## src/rtl/wt_snoop_cache.sv

```systemverilog
module wt_snoop_cache #(
  parameter int ADDR_W = 8,
  parameter int DATA_W = 32,
  parameter int IDX_W  = 3
) (
  input  logic              clk,
  input  logic              rst_n,
  input  logic              cpu_req,
  input  logic              cpu_we,
  input  logic [ADDR_W-1:0] cpu_addr,
  input  logic [DATA_W-1:0] cpu_wdata,
  output logic [DATA_W-1:0] cpu_rdata,
  output logic              cpu_done,
  output logic              bus_req,
  input  logic              bus_gnt,
  output logic              bus_we,
  output logic [ADDR_W-1:0] bus_addr,
  output logic [DATA_W-1:0] bus_wdata,
  input  logic [DATA_W-1:0] bus_rdata,
  input  logic              snoop_valid,
  input  logic              snoop_we,
  input  logic [ADDR_W-1:0] snoop_addr
);
  localparam int TAG_W = ADDR_W - IDX_W;
  localparam int LINES = 1 << IDX_W;

  logic [LINES-1:0] vld;
  logic [TAG_W-1:0] tags [LINES];
  logic [DATA_W-1:0] data [LINES];

  logic              busy, pend_we;
  logic [ADDR_W-1:0] pend_addr;
  logic [DATA_W-1:0] pend_wdata;

  wire [IDX_W-1:0] c_idx = cpu_addr[IDX_W-1:0];
  wire [TAG_W-1:0] c_tag = cpu_addr[ADDR_W-1:IDX_W];
  wire [IDX_W-1:0] s_idx = snoop_addr[IDX_W-1:0];
  wire [TAG_W-1:0] s_tag = snoop_addr[ADDR_W-1:IDX_W];
  wire [IDX_W-1:0] p_idx = pend_addr[IDX_W-1:0];
  wire [TAG_W-1:0] p_tag = pend_addr[ADDR_W-1:IDX_W];

  wire snoop_kill = snoop_valid && snoop_we && vld[s_idx] && (tags[s_idx] == s_tag);
  wire c_hit      = vld[c_idx] && (tags[c_idx] == c_tag) && !(snoop_kill && (s_idx == c_idx));
  wire accept     = !busy && cpu_req;
  wire rd_hit     = accept && !cpu_we && c_hit;
  wire to_bus     = accept && !rd_hit;
  wire xfer       = busy && bus_gnt;

  assign bus_req   = busy;
  assign bus_we    = pend_we;
  assign bus_addr  = pend_addr;
  assign bus_wdata = pend_wdata;

  always_ff @(posedge clk) begin
    if (!rst_n) begin
      vld       <= '0;
      busy      <= 1'b0;
      cpu_done  <= 1'b0;
      cpu_rdata <= '0;
    end else begin
      cpu_done <= 1'b0;
      if (rd_hit) begin
        cpu_done  <= 1'b1;
        cpu_rdata <= data[c_idx];
      end else if (to_bus) begin
        busy <= 1'b1;
      end else if (xfer) begin
        busy     <= 1'b0;
        cpu_done <= 1'b1;
        if (!pend_we) begin
          cpu_rdata  <= bus_rdata;
          vld[p_idx] <= 1'b1;
        end
      end
      if (snoop_kill) vld[s_idx] <= 1'b0;
    end
  end

  always_ff @(posedge clk) begin
    if (to_bus) begin
      pend_we    <= cpu_we;
      pend_addr  <= cpu_addr;
      pend_wdata <= cpu_wdata;
    end
    if (to_bus && cpu_we && c_hit) data[c_idx] <= cpu_wdata;
    if (xfer && !pend_we) begin
      tags[p_idx] <= p_tag;
      data[p_idx] <= bus_rdata;
    end
  end

  AST_HIT_NO_BUS: assert property (@(posedge clk) disable iff (!rst_n)
    rd_hit |=> cpu_done && !bus_req);
  AST_GNT_DONE: assert property (@(posedge clk) disable iff (!rst_n)
    (bus_req && bus_gnt) |=> cpu_done && !bus_req);
  AST_WRITE_ON_BUS: assert property (@(posedge clk) disable iff (!rst_n)
    (accept && cpu_we) |=> bus_req && bus_we && (bus_addr == $past(cpu_addr)));
  AST_NO_WRITE_ALLOC: assert property (@(posedge clk) disable iff (!rst_n)
    (accept && cpu_we && !c_hit) |=> !(vld[$past(c_idx)] && (tags[$past(c_idx)] == $past(c_tag))));
  AST_SNOOP_KILL: assert property (@(posedge clk) disable iff (!rst_n)
    snoop_kill |=> !vld[$past(s_idx)]);
  AST_REQ_HOLD: assert property (@(posedge clk) disable iff (!rst_n)
    (bus_req && !bus_gnt) |=> bus_req && $stable(bus_we) && $stable(bus_addr) && $stable(bus_wdata));
endmodule

```

## config.mk

```make
export PLATFORM = sky130hd
export DESIGN_NAME = wt_snoop_cache
export DESIGN_NICKNAME = d
export VERILOG_FILES = /design/src/rtl/wt_snoop_cache.sv
export SDC_FILE = /design/constraint.sdc
export NUM_CORES = 1
export LEC_CHECK = 0
export CAP_MARGIN = 10
export CORE_MARGIN = 8
export CORE_UTILIZATION = 50
export CTS_CLUSTER_DIAMETER = 120
export DETAILED_ROUTE_END_ITERATION = 16
export HOLD_SLACK_MARGIN = 0.06
export PLACE_DENSITY = 0.76
export SYNTH_ARGS = -nofsm -noshare
export SYNTH_HDL_FRONTEND = slang
export SYNTH_SLANG_ARGS = --single-unit
```

## constraint.sdc

```tcl
create_clock -name clk -period 15.3 [get_ports clk]
set_input_delay 3.06 -clock clk [delete_from_list [all_inputs] [get_ports clk]]
set_output_delay 3.06 -clock clk [all_outputs]
set_load 0.01 [all_outputs]
```

; ---- Word-level counts from Yosys, hierarchy flattened
; Memory sizes are Yosys's and may differ from the RTL's.
; Index checks and enable logic that the tools add are counted.
[op_classes]
n_eq_ne = 5
muxes = 30
n_bitwise = 4
order_cmp = 5
n_reduce_logical = 26
[ops]
columns = operator, n
row1 = $mux 32, 5
row2 = $mux 8, 6
row3 = $reduce_or 32->1, 1
row4 = $logic_and 1x1->1, 16
row5 = $mux 1, 14
row6 = $lt 3x4->1 const B, 3
row7 = $eq 5x5->1, 2
row8 = $and 8x8->8, 1
row9 = $not 8->8, 1
row10 = $or 8x8->8, 1
row11 = $bmux 1 s3, 2
row12 = $demux 1 s3, 2
row13 = $ge 3x1->1 const B, 2
row14 = $logic_not 1->1, 5
row15 = $reduce_bool 2->1, 2
row16 = $eq 3x3->1, 1
row17 = $mux 3, 1
row18 = $reduce_and 3->1, 1
row19 = $ne 2x1->1 const B, 1
row20 = $ne 2x2->1 const B, 1
row21 = $reduce_and 2->1, 1
row22 = $not 1->1, 1
[word_totals]
in_bits = 87
register_bits = 83
memories = 2
ram_bits = 296
[mem_list]
columns = name, words, word_bits, read_ports, rd_ports_with_merged_regs, write_ports, line
row1 = data, 8, 32, 1, 0, 1, 29  ; logic [DATA_W-1:0] data [LINES];
row2 = tags, 8, 5, 2, 0, 1, 28  ; logic [TAG_W-1:0] tags [LINES];

; ---- Logic depth before layout (Yosys ltp)
; Gate-level depths: netlist of the first run.
[depth]
ltp_word = 15
mapped_depth = 11
mapped_depth_nobuf = 7

; ---- Worst setup path after synthesis of the first run
; OpenSTA, ideal clock, no wires.
[synth_timing]
path_kind = input-to-reg
startpoint = input port snoop_addr[1]
endpoint = register pend_addr[0] (netlist: bus_addr[0]), enable pin
t_arrival_ns = 6.564
cell_stages = 9
setup_ns = 0.439
setup_slack_ns = 8.296
required_time_ns = 14.861
cell_sequence = buf_2 > buf_2 > mux2_2 > a32oi_1 > o211ai_1 > xor2_1 > nor4_4 > o21ai_0 > nor2_1
[synth_via]
elab_chain_cells = 10
word_cells_on_any_way = 13
cone_classes = eq/ne: 2 / mux: 2 / reduce/logical: 8 / memory: 1
[synth_lines]
columns = element, line
row1 = "start, declared", 22  ; input logic [ADDR_W-1:0] snoop_addr
row2 = "parallel branches: the longest is 4 deep, another holds $mem_v2 8x5", -
row3 = $logic_and 1x1->1 (*), 43  ; wire c_hit = vld[c_idx] && (tags[c_idx] == c_tag) && !(snoop_kill && (s_idx == c_idx));
row4 = $logic_not 1->1 (*), 43
row5 = $logic_and 1x1->1 (*), 43
row6 = $logic_and 1x1->1 (*), 45  ; wire rd_hit = accept && !cpu_we && c_hit;
row7 = $logic_not 1->1 (*), 46  ; wire to_bus = accept && !rd_hit;
row8 = $logic_and 1x1->1 (*), 46
row9 = named net to_bus, 46
row10 = "end signal, assigned", 82  ; pend_addr <= cpu_addr;
row11 = "end, declared", 32  ; logic [ADDR_W-1:0] pend_addr;
; Mark *: on every way through the listed nets, which the timed path passes. The select of a mux whose other input is x is not followed.
; A chain may end at the register's enable or synchronous reset.

; ---- Worst setup path after layout of the first run
[layout_timing]
startpoint = input port cpu_addr[0]
endpoint = memory data[4][6], enable pin
[layout_via]
elab_chain_cells = 12
word_cells_on_any_way = 18
cone_classes = eq/ne: 2 / mux: 6 / reduce/logical: 9 / memory: 1
[layout_lines]
columns = element, line
row1 = "start, declared", 10  ; input logic [ADDR_W-1:0] cpu_addr,
row2 = $mem_v2 8x5 (tied with other cells), -
row3 = $eq 5x5->1 (tied with other cells), 43
row4 = $logic_and 1x1->1 / $logic_not 1->1 (equally long branches), 43
row5 = $logic_and 1x1->1, 43
row6 = $logic_and 1x1->1, 45
row7 = $logic_not 1->1, 46
row8 = $logic_and 1x1->1, 46
row9 = $logic_and 1x1->1 (2 in series), 85  ; if (to_bus && cpu_we && c_hit) data[c_idx] <= cpu_wdata;
row10 = $mux 1, 85
row11 = $mux 1 (not written as such), 85
row12 = $mux 1 (no line), -
row13 = "end, declared", 29
; Parallel ways exist; a longest one is shown, timed or not. The select of a mux whose other input is x is not followed.

==> load_flow_metrics.sql, run 1 <==
INSERT INTO impl_metrics (metric_group, metric, value, unit) VALUES
('logic_synthesis', 'post_synth_fa_ha_maj_area_fraction', '0', ''),
('routing', 'detail-route-antenna-nets', '0', ''),
('logic_synthesis', 'ys_dominant_reg_cell', 'edfxtp_1', ''),
('global_route', 'grt_max_degree', '76', ''),
('placement', 'gp_congestion', '0.9028', ''),
('cts', 'cts_sinks', '379', ''),
('logic_synthesis', 'yosys_warnings', '0', ''),
('hold_path', 'min_from', 'vld[5]', ''),
('final_layout', 'fillCellCount', '2154', ''),
('floorplanning', 'num_rows', '64', ''),
('final_layout', 'antenna_cells_inserted', '0', ''),
('global_route', 'grt_usage', '0.1948', ''),
('power_and_ir_drop', 'power.combinational.fraction', '0.068', ''),
('sta', 'fin_tns_setup', '0', 'ps'),
('floorplanning', 'floorplan.core_area', '30590', 'µm²'),
('routing', 'route.detailed.wl_per_inst', '24.47', 'µm'),
('logic_synthesis', 'combinational_family_with_the_most_area_after_synthesis', 'multiplexers', ''),
('critical_path', 'start_kind', 'primary input', ''),
('flow_run', 'drv.max_cap_violation_count', '0', ''),
('power_and_ir_drop', 'ir_drop', '0.07314', 'mV'),
('critical_path', 'timing.critical_path.required', '15490', 'ps'),
('critical_path', 'timing.critical_path.to_type', 'register', ''),
('final_layout', 'final_layout_size_suffix_gt1_frac', '0.1932', ''),
('critical_path', 'r2r_slack', '11450', 'ps'),
('routing', 'num_vias', '8725', ''),
('global_route', 'first_global_vias', '9139', ''),
('floorplanning', 'initial_core_util', '0.5070', ''),
('logic_synthesis', 'syn_area', '15510', 'µm²'),
('floorplanning', 'dieWidth', '192.1', 'µm'),
('sta', 'clock.fmax', '0.1427', 'GHz'),
('power_and_ir_drop', 'p_per_area', '119.8', 'nW/µm²'),
('logic_synthesis', 'synth_sequential_area_ratio', '0.7067', ''),
('critical_path', 'cp_data_arrival_time', '7200', 'ps'),
('cts', 'postCtsHoldBufs', '0', ''),
('power_and_ir_drop', 'clockPowerShare', '0.420', ''),
('sta', 'layout_worst_path_cycle_share', '0.4581', ''),
('outcome', 'status', 'finished clean', ''),
('routing', 'drc', '0', ''),
('power_and_ir_drop', 'total_leakage_power', '6.467', 'nW'),
('hold_path', 'timing.hold.worst.class', 'reg2reg', ''),
('cts', 'postCtsSetupRepairBufs', '0', ''),
('critical_path', 'timing.setup.critical_path_class', 'in2reg', ''),
('cts', 'cts_buffer_depth', '3', ''),
('sta', 'tightest_slew', '1120', 'ps'),
('routing', 'avgViaCountPerCell', '5.968', ''),
('placement', 'dp.final_hpwl', '21350', 'µm'),
('final_layout', 'final_nets', '1124', ''),
('routing', 'initialDrtViolationCount', '828', ''),
('power_and_ir_drop', 'sequentialPowerShare', '0.511', ''),
('sta', 'worst_slew_margin_rel', '0.2477', ''),
('global_route', 'first_pass_grt_wire_length', '54340', 'µm'),
('critical_path', 'source_of_the_worst_register_to_register_timing_path', 'bus_req', ''),
('logic_synthesis', 'synthSimpleGateAreaFrac', '0.04357', ''),
('critical_path', 'cp_cell_sequence', 'buf_4 > buf_4 > mux2_2 > o22ai_1 > a221oi_1 > xnor2_1 > nand3b_1 > or3_1 > a21oi_4 > buf_4', ''),
('sta', 'hold_violations', '0', ''),
('logic_synthesis', 'syn-instance-count', '875', ''),
('cts', 'cts-root-buf', 'clkbuf_16', ''),
('sta', 'setup_repair_after_global_routing_missed_its_margin', 'no', ''),
('routing', 'finalWirelength', '35770', 'µm'),
('sta', 'clock-skew-final', '20.95', 'ps'),
('logic_synthesis', 'synth-edff-count', '337', ''),
('critical_path', 'worstPathBufferInverterCount', '3', ''),
('logic_synthesis', 'synth-async-reset-ratio', '0', ''),
('routing', 'drt_pre_antenna_iters', '5', ''),
('cts', 'cts_tree', 'done', ''),
('logic_synthesis', 'synth_xor_area_frac', '0.006212', ''),
('global_route', 'total_congestion_overflow', '0', ''),
('logic_synthesis', 'yosys_register_bits', '379', ''),
('final_layout', 'area_growth', '21.41', '%'),
('sta', 'timing.final.crit_period', '7008', 'ps'),
('logic_synthesis', 'yosys.cell_types.count', '46', '');
==> layer usage <==
| metal | vias up | track usage | wire [µm] |
|---|---|---|---|
| met5 | - | 0 | 0 |
| met4 | 0 | 0.05817 | 877 |
| met3 | 67 | 0.04375 | 3029 |
| met2 | 416 | 0.3213 | 17400 |
| met1 | 4436 | 0.2564 | 14460 |
| li1 | 3806 | - | - |
==> power groups by stage <==
| stage | Sequential, mW | Combinational, mW | Clock (mW) |
|---|---|---|---|
| 6_report | 1.15 | 0.154 | 0.947 |
| 5_1_grt | 1.15 | 0.167 | 0.997 |
| 4_1_cts | 1.15 | 0.156 | 0.960 |
| 3_5_place_dp | 1.18 | 0.155 | 0 |
| 3_3_place_gp | 1.17 | 0.152 | 0 |
| 2_1_floorplan | 1.18 | 0.0799 | 0 |
==> worst reg2reg max path: cells and delay by family (launching register included) <==
family | cells | cell delay (ps)
buffers and inverters | 1 | 650
AOI/OAI and AO/OA | 2 | 360
DFF | 1 | 480
and+or+nand+nor | 4 | 2280
==> flip-flops by register name (all words and copies together) (netlist names) <==
signal,count
data,256
tags,40
bus_wdata,32
cpu_rdata,32
bus_addr,8
vld,8
bus_req,1
bus_we,1
cpu_done,1
==> stage by stage <==
stage	cells	util	cell area [µm²]	power [mW]	setup slack, ps
2_1_floorplan	875	-	15510	1.258	8296
3_5_place_dp	1393	0.5735	17540	1.330	7626
4_1_cts	1462	0.6156	18830	2.270	8170
5_1_grt	1462	0.6156	18830	2.318	7925
3_3_place_gp	1393	0.5735	17540	1.327	7713
6_report	1462	0.6156	18830	2.255	8292
==> layout by cell type, fill, tap and decap left out, drive strengths merged, types with 4 or more instances in the layout <==
| master | Yosys | final |
|---|---|---|
| nor2 | 12 | 12 |
| mux4 | 76 | 76 |
| or3 | 6 | 6 |
| dfxtp | 42 | 42 |
| clkdlybuf4s50 | 0 | 157 |
| clkinv | 0 | 12 |
| mux2i | 59 | 59 |
| edfxtp | 337 | 337 |
| nand2 | 103 | 103 |
| o21ai | 43 | 43 |
| xnor2 | 4 | 4 |
| xor2 | 7 | 7 |
| clkbuf | 33 | 49 |
| a21oi | 14 | 14 |
| bufinv | 0 | 5 |
| buf | 21 | 19 |
| nor3 | 4 | 4 |
| a31oi | 6 | 6 |
| inv | 4 | 5 |
| mux2 | 40 | 40 |
| o211a | 32 | 32 |
==> layout make-up <==
class                   instances  area (µm²)  area share
repair buffers                176        1709     0.09077
inverters                       4       15.01   0.0007974
clock inverters                20       231.5     0.01229
multi-input cells             438        4364      0.2318
clock buffers                  49        1054     0.05595
flip-flops and latches        379       10960      0.5821
well taps                     396       495.5     0.02631
==> logic make-up after synthesis <==
family                    count (synthesis)
xor gates and xnor gates                 11
buffers and inverters                    58
AOI/OAI and AO/OA                       106
muxes                                   175
and+or+nand+nor                         146
DFF                                     379
==> synth_stat cells, types with 6 or more instances <==
| library cell | count | area (µm²) |
|---|---|---|
| o21ai_0 | 43 | 215.2 |
| buf_2 | 11 | 55.05 |
| dfxtp_1 | 42 | 840.8 |
| clkbuf_1 | 32 | 120.1 |
| a31oi_1 | 6 | 37.54 |
| edfxtp_1 | 337 | 10120 |
| mux2_2 | 40 | 450.4 |
| mux2i_1 | 59 | 590.6 |
| nor2_1 | 12 | 45.04 |
| mux4_2 | 75 | 1689 |
| buf_6 | 7 | 78.83 |
| a21oi_1 | 14 | 70.07 |
| o211a_1 | 32 | 320.3 |
| or3_1 | 6 | 37.54 |
| nand2_1 | 103 | 386.6 |
| xor2_1 | 7 | 61.31 |
==> worst paths after layout <==
kind           endpoint  cells past startpoint
max          data[4][6]                     10
min reg2reg      vld[5]                      2
min              vld[5]                      2
max reg2reg      vld[1]                      7
Note: power is estimated with default switching activity, not from simulation.
==> run 2: changes to the inputs <==
==> constraint.sdc (replaced) <==
create_clock -name clk -period 6.6 [get_ports clk]
set_input_delay 1.32 -clock clk [delete_from_list [all_inputs] [get_ports clk]]
set_output_delay 1.32 -clock clk [all_outputs]
set_load 0.01 [all_outputs]
==> load_flow_metrics.sql, run 2 (same netlist as run 1, synthesis figures left out) <==
INSERT INTO impl_metrics (metric_group, metric, value, unit) VALUES
('power_and_ir_drop', 'p_per_area', '270.4', 'nW/µm²'),
('hold_path', 'min_from', 'vld[7]', ''),
('final_layout', 'finalInstanceArea', '18820', 'µm²'),
('final_layout', 'area_growth', '21.33', '%'),
('sta', 'clock-skew-final', '15.99', 'ps'),
('placement', 'placed_area', '17600', 'µm²'),
('global_route', 'grt_max_degree', '50', ''),
('sta', 'worst_slew_margin_rel', '0.3408', ''),
('global_route', 'grt_usage', '0.1957', ''),
('routing', 'top_signal_layer_used', 'met4', ''),
('critical_path', 'r2r_slack', '2910', 'ps'),
('cts', 'postCtsSetupRepairBufs', '0', ''),
('routing', 'detail_route.wirelength.met1', '14730', 'µm'),
('floorplanning', 'design.die.area', '36910', 'µm²'),
('sta', 'hold_violations', '0', ''),
('global_route', 'first_global_vias', '9204', ''),
('placement', 'portBuffers', '161', ''),
('power_and_ir_drop', 'total_leakage_power', '6.463', 'nW'),
('floorplanning', 'num_rows', '64', ''),
('sta', 'layout_worst_path_cycle_share', '0.7486', ''),
('sta', 'timing.final.crit_period', '4941', 'ps'),
('sta', 'fin_worst_hold_slack', '579.5', 'ps'),
('global_route', 'antenna_found_initial', '1', ''),
('sta', 'max_slew_violations', '0', ''),
('critical_path', 'timing.setup.critical_path_class', 'in2reg', ''),
('placement', 'dp.final_hpwl', '21820', 'µm'),
('hold_path', 'timing.hold.worst.class', 'reg2reg', ''),
('cts', 'cts-root-buf', 'clkbuf_16', ''),
('cts', 'clock_insertion_delay_at_the_later_pin_of_the_skew_report', '520', 'ps'),
('sta', 'setup_viol', '0', ''),
('power_and_ir_drop', 'ir_drop', '0.2002', 'mV'),
('final_layout', 'most-common-layout-cells', '337 x edfxtp_1, 157 x clkdlybuf4s50_1, 103 x nand2_1', ''),
('cts', 'cts_tree', 'done', ''),
('floorplanning', 'num_io_pins', '162', ''),
('sta', 'fin_tns_setup', '0', 'ps'),
('cts', 'postCtsHoldBufs', '0', ''),
('critical_path', 'cp_data_arrival_time', '5110', 'ps'),
('critical_path', 'top_fanout_value_on_the_critical_path', '25', ''),
('routing', 'dr_wl_met2', '17440', 'µm'),
('final_layout', 'final_common_cell', 'edfxtp_1', ''),
('routing', 'met3_length', '3267', 'µm'),
('routing', 'detail-route-antenna-nets', '0', ''),
('routing', 'drt_pre_antenna_iters', '5', ''),
('final_layout', 'final_nets', '1129', ''),
('final_layout', 'antenna_cells_inserted', '0', ''),
('cts', 'cts_max_level', '2', ''),
('sta', 'setup_repair_after_global_routing_missed_its_margin', 'no', ''),
('critical_path', 'worstPathBufferInverterCount', '3', ''),
('routing', 'route.detailed.wl_per_inst', '24.56', 'µm'),
('outcome', 'status', 'finished clean', ''),
('critical_path', 'cp_cell_sequence', 'clkdlybuf4s50_1 > buf_4 > mux2i_1 > a22o_1 > or3_1 > nand4_1 > nor4_4 > or3_1 > a21oi_4 > buf_4', ''),
('routing', 'drc', '0', ''),
('routing', 'num_vias', '8707', ''),
('final_layout', 'largest_reg_flops', '256', ''),
('sta', 'tightest_slew', '988.9', 'ps'),
('routing', 'initialDrtViolationCount', '826', ''),
('floorplanning', 'initial_core_util', '0.5070', ''),
('critical_path', 'timing.critical_path.slowest_cell_delay', '1080', 'ps'),
('critical_path', 'cpLargestDelayFamily', 'buffers and inverters', ''),
('final_layout', 'final_layout_size_suffix_gt1_frac', '0.1920', ''),
('critical_path', 'worstReg2RegEnd', 'data[7][18]', ''),
('hold_path', 'hold_depth', '2', ''),
('critical_path', 'r2r_cells', '6', ''),
('placement', 'gp_congestion', '0.9333', ''),
('routing', 'finalWirelength', '36080', 'µm'),
('placement', 'dp.cells', '1396', ''),
('final_layout', 'largestRegisters', 'data (256), tags (40)', ''),
('cts', 'cts_buffer_depth', '3', ''),
('critical_path', 'timing.critical_path.required', '6770', 'ps'),
('cts', 'cts_made_buffers', '39', ''),
('final_layout', 'max_flop_register', 'data', ''),
('sta', 'clock.fmax', '0.2024', 'GHz'),
('cts', 'cts_sinks', '379', ''),
('global_route', 'total_congestion_overflow', '0', ''),
('critical_path', 'timing.critical_path.to_type', 'register', ''),
('critical_path', 'start_kind', 'primary input', ''),
('floorplanning', 'die_h', '192.1', 'µm'),
('flow_run', 'drv.max_cap_violation_count', '0', ''),
('floorplanning', 'floorplan.core_area', '30590', 'µm²'),
('cts', 'post_cts_resize_count', '0', ''),
('floorplanning', 'dieWidth', '192.1', 'µm'),
('routing', 'avgViaCountPerCell', '5.927', ''),
('cts', 'path_clk_slew', '60', 'ps'),
('global_route', 'first_pass_grt_wire_length', '54860', 'µm'),
('critical_path', 'cp_slowest_cell', 'clkdlybuf4s50_1', ''),
('hold_path', 'holdPathEnd', 'vld[7]', ''),
('final_layout', 'fillCellCount', '2152', ''),
('critical_path', 'source_of_the_worst_register_to_register_timing_path', 'bus_req', ''),
('final_layout', 'instances_no_fill', '1469', '');
[run 2: cell types whose count changed in the layout (fill, tap and decap cells not counted), moves of 2 or more]
cell        change
bufinv_16       -5
buf_12          +3
clkinv_1        -2
clkbuf_1        +9
clkinvlp_4      -2
[run 2: how the worst max path moves through the flow]
| stage | start | endpoint | slack, ps | cells past startpoint |
|---|---|---|---|---|
| floorplan | snoop_addr[1] | bus_addr[0] | 1340 | 9 |
| CTS | snoop_addr[0] | data[7][20] | 1680 | 10 |
| finish | snoop_addr[0] | data[7][18] | 1660 | 10 |
| global route | snoop_addr[0] | data[7][29] | 1510 | 10 |
| global placement | snoop_addr[0] | data[7][21] | 1200 | 10 |
| detailed placement | snoop_addr[0] | data[7][18] | 1130 | 10 |
[run 2: area by class of cell]
| cell class | count | area, µm² | share of cell area |
|---|---|---|---|
| clock buffer | 60 | 1126 | 0.05984 |
| clock inverter | 12 | 78.83 | 0.004189 |
| inverter | 4 | 15.01 | 0.0007979 |
| multi-input combinational | 438 | 4364 | 0.2319 |
| sequential | 379 | 10960 | 0.5825 |
| tap | 396 | 495.5 | 0.02633 |
| timing repair buffer | 180 | 1777 | 0.09442 |
[run 2: tightest hold or removal path, delay by kind of cell (launching register included)]
| kind | cells | cell delay (ps) |
|---|---|---|
| flops | 1 | 320 |
| compound gates | 2 | 210 |
[run 2: power by group]
| part | switching, mW | leakage [nW] | internal, mW |
|---|---|---|---|
| logic | 0.187 | 2.47 | 0.173 |
| registers | 0.0177 | 3.40 | 2.66 |
| clock network | 0.870 | 0.591 | 1.18 |
| total | 1.08 | 6.46 | 4.01 |
[run 2: layer usage]
layer	global-route usage	vias up
met5	0	-
met4	0.04671	0
li1	-	3820
met3	0.04757	54
met1	0.2649	4422
met2	0.3173	411
[run 2: through the flow]
step,util,worst slack (ps),power [mW]
detailed placement,0.5755,1134,3.086
global route,0.6151,1512,5.244
CTS,0.6149,1676,5.130
floorplan,-,1336,2.916
finish,0.6151,1659,5.087
global placement,0.5755,1196,3.079
